File: src/rtl/irq_comb_pkg.sv
package irq_comb_pkg;

  localparam int NUM_EVT = 5;
  localparam int NUM_SRC = NUM_EVT + 1;

  localparam int SRC_KEY  = 0;
  localparam int SRC_LOCK = 1;
  localparam int SRC_OVF  = 2;
  localparam int SRC_CMP1 = 3;
  localparam int SRC_CMP2 = 4;
  localparam int SRC_GPIO = 5;

  function automatic int window_cycles(input int clk_khz, input int win_us);
    int c;
    c = (win_us * clk_khz) / 1000;
    if (c < 1) c = 1;
    return c;
  endfunction

endpackage

File: src/rtl/irq_evt_status.sv
module irq_evt_status #(
  parameter int WIDTH = 5
) (
  input  logic             clk,
  input  logic             rst,
  input  logic [WIDTH-1:0] set_i,
  input  logic [WIDTH-1:0] clr_i,
  output logic [WIDTH-1:0] stat_o,
  output logic [WIDTH-1:0] stat_nxt_o
);

  for (genvar b = 0; b < WIDTH; b++) begin : g_bit
    logic q;
    logic d;
    // set dominates a simultaneous clear
    always_comb d = set_i[b] | (q & ~clr_i[b]);
    always_ff @(posedge clk) begin
      if (rst) q <= 1'b0;
      else     q <= d;
    end
    assign stat_o[b]     = q;
    assign stat_nxt_o[b] = d;
  end

endmodule

File: src/rtl/irq_gpio_detect.sv
module irq_gpio_detect #(
  parameter int N_PINS = 8
) (
  input  logic              clk,
  input  logic              rst,
  input  logic [N_PINS-1:0] pin_i,
  input  logic [N_PINS-1:0] lvl_i,
  input  logic [N_PINS-1:0] ien_i,
  input  logic [N_PINS-1:0] clr_i,
  output logic [N_PINS-1:0] stat_o,
  output logic [N_PINS-1:0] stat_nxt_o,
  output logic              any_o,
  output logic              any_nxt_o
);

  for (genvar k = 0; k < N_PINS; k++) begin : g_pin
    logic hit;
    logic q;
    logic d;
    always_comb begin
      hit = ien_i[k] & ~(pin_i[k] ^ lvl_i[k]);
      d   = hit | (q & ~clr_i[k]);
    end
    always_ff @(posedge clk) begin
      if (rst) q <= 1'b0;
      else     q <= d;
    end
    assign stat_o[k]     = q;
    assign stat_nxt_o[k] = d;
  end

  assign any_o     = |stat_o;
  assign any_nxt_o = |stat_nxt_o;

endmodule

File: src/rtl/irq_deassert_timer.sv
module irq_deassert_timer #(
  parameter int CYCLES = 5000
) (
  input  logic clk,
  input  logic rst,
  input  logic start_i,
  output logic busy_o,
  output logic busy_nxt_o
);

  localparam int CW = $clog2(CYCLES + 1);
  localparam logic [CW-1:0] LOAD = CW'(CYCLES);

  logic [CW-1:0] cnt_q;
  logic [CW-1:0] cnt_d;

  always_comb begin
    if (start_i)            cnt_d = LOAD;
    else if (cnt_q != '0)   cnt_d = cnt_q - 1'b1;
    else                    cnt_d = '0;
  end

  always_ff @(posedge clk) begin
    if (rst) cnt_q <= '0;
    else     cnt_q <= cnt_d;
  end

  assign busy_o     = (cnt_q != '0);
  assign busy_nxt_o = (cnt_d != '0);

endmodule

File: src/rtl/irq_combiner.sv
module irq_combiner
  import irq_comb_pkg::*;
#(
  parameter int N_GPIO  = 8,
  parameter int CLK_KHZ = 100000,
  parameter int WIN_US  = 50
) (
  input  logic                 clk,
  input  logic                 rst,
  input  logic [NUM_EVT-1:0]   src_evt_i,
  input  logic [NUM_SRC-1:0]   src_en_i,
  input  logic                 pulse_mode_i,
  input  logic [N_GPIO-1:0]    gpio_in_i,
  input  logic [N_GPIO-1:0]    gpio_lvl_i,
  input  logic [N_GPIO-1:0]    gpio_ien_i,
  input  logic                 clr_valid_i,
  input  logic [NUM_EVT-1:0]   clr_src_i,
  input  logic [N_GPIO-1:0]    clr_gpio_i,
  output logic                 irq_n_o,
  output logic [NUM_SRC-1:0]   src_stat_o,
  output logic [N_GPIO-1:0]    gpio_stat_o
);

  localparam int PULSE_CYC = window_cycles(CLK_KHZ, WIN_US);

  logic [NUM_EVT-1:0] evt_stat, evt_stat_nxt, evt_clr;
  logic [N_GPIO-1:0]  pin_stat_nxt, pin_clr;
  logic               pin_any, pin_any_nxt;
  logic [NUM_SRC-1:0] stat_nxt;
  logic               pend_nxt;
  logic               pulse_start, pulse_busy, pulse_busy_nxt;
  logic               irq_n_q;

  assign evt_clr = clr_valid_i ? clr_src_i  : '0;
  assign pin_clr = clr_valid_i ? clr_gpio_i : '0;

  irq_evt_status #(.WIDTH(NUM_EVT)) u_evt (
    .clk        (clk),
    .rst        (rst),
    .set_i      (src_evt_i),
    .clr_i      (evt_clr),
    .stat_o     (evt_stat),
    .stat_nxt_o (evt_stat_nxt)
  );

  irq_gpio_detect #(.N_PINS(N_GPIO)) u_gpio (
    .clk        (clk),
    .rst        (rst),
    .pin_i      (gpio_in_i),
    .lvl_i      (gpio_lvl_i),
    .ien_i      (gpio_ien_i),
    .clr_i      (pin_clr),
    .stat_o     (gpio_stat_o),
    .stat_nxt_o (pin_stat_nxt),
    .any_o      (pin_any),
    .any_nxt_o  (pin_any_nxt)
  );

  assign stat_nxt = {pin_any_nxt, evt_stat_nxt};
  assign pend_nxt = |(stat_nxt & src_en_i);

  // window opens only on a clear while the line is asserted and work remains
  assign pulse_start = clr_valid_i & pulse_mode_i & ~irq_n_q & pend_nxt & ~pulse_busy;

  irq_deassert_timer #(.CYCLES(PULSE_CYC)) u_timer (
    .clk        (clk),
    .rst        (rst),
    .start_i    (pulse_start),
    .busy_o     (pulse_busy),
    .busy_nxt_o (pulse_busy_nxt)
  );

  always_ff @(posedge clk) begin
    if (rst) irq_n_q <= 1'b1;
    else     irq_n_q <= ~pend_nxt | pulse_busy_nxt;
  end

  assign irq_n_o    = irq_n_q;
  assign src_stat_o = {pin_any, evt_stat};

endmodule

File: config.mk
export PLATFORM = sky130hd
export DESIGN_NAME = irq_combiner
export DESIGN_NICKNAME = d
export VERILOG_FILES = /design/src/rtl/irq_comb_pkg.sv /design/src/rtl/irq_evt_status.sv /design/src/rtl/irq_gpio_detect.sv /design/src/rtl/irq_deassert_timer.sv /design/src/rtl/irq_combiner.sv
export SDC_FILE = /design/constraint.sdc
export NUM_CORES = 1
export LEC_CHECK = 0
export ABC_CLOCK_PERIOD_IN_PS = 2300
export BUFFER_PORTS_ARGS = -buffer_cell sky130_fd_sc_hd__buf_2
export CORE_MARGIN = 5
export CORE_UTILIZATION = 42
export CTS_CLUSTER_SIZE = 10
export DETAILED_ROUTE_END_ITERATION = 10
export HOLD_SLACK_MARGIN = 0.05
export PLACE_DENSITY = 0.77
export REMOVE_ABC_BUFFERS = 1
export SLEW_MARGIN = 20
export SYNTH_ARGS = -nofsm -noshare
export SYNTH_HDL_FRONTEND = slang
export SYNTH_SLANG_ARGS = --single-unit
File: constraint.sdc
create_clock -name clk -period 2.3 [get_ports clk]
set_input_delay 0.115 -clock clk [delete_from_list [all_inputs] [get_ports clk]]
set_output_delay 0.115 -clock clk [all_outputs]
set_load 0.1 [all_outputs]
==> impl_metrics.yaml <==
logic_synthesis:
  syn_area_mm2: 0.00151
  synth_fa_ha_area_share_pct: 1.66
  synth-seq-area-share_pct: 35.8
  synth_top_family_by_area: "simple AND/OR/NAND/NOR gates"
  synth.distinct_cells: 39
  async_reset_ff_share_pct: 0
  ys.flop_type: "dfxtp_1"
  ys_ff_latch: 27
  muxShareOfSynthArea_pct: 2.07
  yosysWarnings: 0
  yosysTopAreaCell: "dfxtp_1"
  synthCells: 184
  synth_edf_count: 0
  synth_top_area_share_pct: 35.8
  syn_area_per_cell_um2: 8.21
  yosysMostFrequentCell: "nor2_1"
  synth-xor-area-share_pct: 7.53
  synth.area.top_cells: "dfxtp_1 (36%), buf_4 (7.5%), nor2_1 (7.5%), xnor2_1 (6.4%), nand2_1 (5.0%)"
  synthTopCellsByCount: "nor2_1 (30), dfxtp_1 (27), nand2_1 (20)"
  synthSimpleGateAreaFrac_pct: 25.7
  synth_compound_area_share_pct: 17.3
pwr:
  clockPowerShare_pct: 8.6
  p_comb_share_pct: 59.3
  power_per_cell_area_mw_per_mm2: 1140
  internal-power_mw: 1.25
  leakagePower_nw: 0.898
  peakVddDrop_mv: 0.948
  sw_frac_of_total_pct: 44.3
  p_seq_share_pct: 32.1
  p_sw_uw: 997
cells_and_area:
  stdcell_area_mm2: 0.00198
  drive_above_1_share_pct: 35.3
  finalNonFillerCells: 298
  area_growth_pct: 30.9
  n_antenna_cell: 0
  fin_nets: 307
global_routing:
  grt_overflow_total: 0
  track_usage_pct: 15.3
  grt_pass1_vias: 1445
  grt_pass1_wl_um: 6330
  grt_max_degree: 21
  antenna_found_initial: 0
timing:
  drv_slew: 0
  hold_viol_final: 0
  finClkSkew_ps: 1.74
  setup-violations-final: 0
  finalSetupTns_ps: 0
  rsz0062_at_grt: "yes"
  fin_crit_ps: 2280
  relSlewSlack_pct: 67.4
  whs_ps: 61.8
  max_clock_freq_ghz: 0.439
  tightest_slew_ps: 492
  fin_crit_sh_pct: 99.0
  fin_ws_ps: 22.2
routing:
  ant_nets: 0
  drt-initial-drc-count: 41
  routed_via_density: 5.02
  vias: 1497
  drcViolationCount: 0
  dr.pass1.iters: 4
  drt-wirelength-per-cell_um: 12.6
  wirelength_um: 3760
run_status:
  outcome: "completed"
die:
  fp.dieW_um: 70.0
  io_pins: 67
  start_util_pct: 44.2
  core-area_mm2: 0.00342
  die-area_mm2: 0.00490
  die_y_um: 70.0
  num_rows: 21
placed_design:
  postPlaceCellArea_mm2: 0.00181
  port_buffers: 66
  preCtsSetupSlack_ps: 29.2
  gp_congestion: 0.851
  place_inst: 282
  hpwl_um: 2860
cts:
  insertion_delay_ps: 320
  cts_tree: "built"
  numCtsBuffers: 3
  max-clock-path-buffers: 2
  path_clk_slew_ps: 130
  cts.sinks: 27
  ctsRootBufferMaster: "clkbuf_4"
  htree_levels: 1
worst_setup_path:
  arrival_ps: 2490
  cp-start-kind: "flip-flop"
  crit_type: "flip-flop to flip-flop"
  end_kind: "flip-flop"
  worstPathRequired_ps: 2510
  worstPathMaxFanout: 5
flow_run:
  cap_violations: 0
hold_path:
  worstHoldPathType: "input pin to flip-flop"
==> cells by family after synthesis <==
group	after synthesis
simple gates	75
buf+inv	25
xor+xnor	13
mux	3
flops	27
compound gates	39
fa+ha+maj	2
==> worst max-delay path: stages (launching register included) <==
cell	delay, ps
dfxtp_2	350
inv_2	70
ha_4	130
or4b_4	510
nor3_4	210
nand3_2	120
o31a_1	120
a21bo_1	160
or4b_4	490
==> sequential cells by signal, summed over array words and instances, names as in the netlist <==
signal	count
u_gpio.g_pin.q	8
irq_n_o	1
u_timer.cnt_q	13
u_evt.g_bit.q	5
==> power by group through the flow <==
stage | clock (mW) | combinational, mW | sequential [mW]
6_report | 0.194 | 1.33 | 0.721
5_1_grt | 0.230 | 1.46 | 0.739
4_1_cts | 0.209 | 1.25 | 0.709
3_5_place_dp | 0 | 1.23 | 0.719
3_3_place_gp | 0 | 1.23 | 0.715
2_1_floorplan | 0 | 0.790 | 0.842
==> placed cells by master, fill, tap and decap left out, types with 2 or more instances in the layout <==
cell type and instances:
a21boi_0 3, a21o_1 2, a21oi_1 7, a22oi_1 8, buf_2 66, buf_4 6
clkbuf_4 3, dfxtp_1 25, dfxtp_2 2, dlygate4sd3_1 11, inv_1 4, inv_2 2
mux2i_1 2, nand2_1 20, nand3b_1 2, nand4_1 4, nor2_1 30, nor3_1 5
nor4_1 2, o21ai_0 7, o22ai_1 4, o31ai_1 2, or4b_4 2, xnor2_1 11
xor2_1 2
==> stage by stage <==
| stage | util (%) | power, mW |
|---|---|---|
| floorplan | - | 1.63 |
| global placement | 53.0 | 1.94 |
| detailed placement | 53.0 | 1.95 |
| CTS | 56.4 | 2.17 |
| global route | 57.9 | 2.43 |
| finish | 57.9 | 2.25 |
==> cell type report <==
class,instances,area (um2)
inverters,6,22.5
fillers,317,1440
multi-input cells,132,843
flip-flops and latches,27,543
repair buffers,83,485
well taps,46,57.6
clock buffers,4,26.3
==> routing by layer <==
layer	vias up	part of all wire, %	track usage [%]
met2	44	50	28.4
li1	770	-	-
met4	0	0.93	3.19
met1	679	41	17.2
met3	4	7.6	4.45
met5	-	0	0
==> repair_timing <==
item | CTS | global route
hold buffers | 9 | 2
endpoints found under the hold margin | 9 | 2
buffers inserted | 0 | 1
gates resized for setup | 0 | 8
endpoints found under the setup margin | 0 | 1
==> final timing paths <==
check	slack, ps	cells after the start	startpoint	endpoint
hold / removal	60	3	gpio_ien_i[6]	u_gpio.g_pin[6].q
hold reg to reg	520	2	u_evt.g_bit[2].q	u_evt.g_bit[2].q
setup reg to reg	20	8	u_timer.cnt_q[1]	irq_n_o
setup / recovery	20	8	u_timer.cnt_q[1]	irq_n_o
No activity file was read; power rests on OpenSTA's default activity.
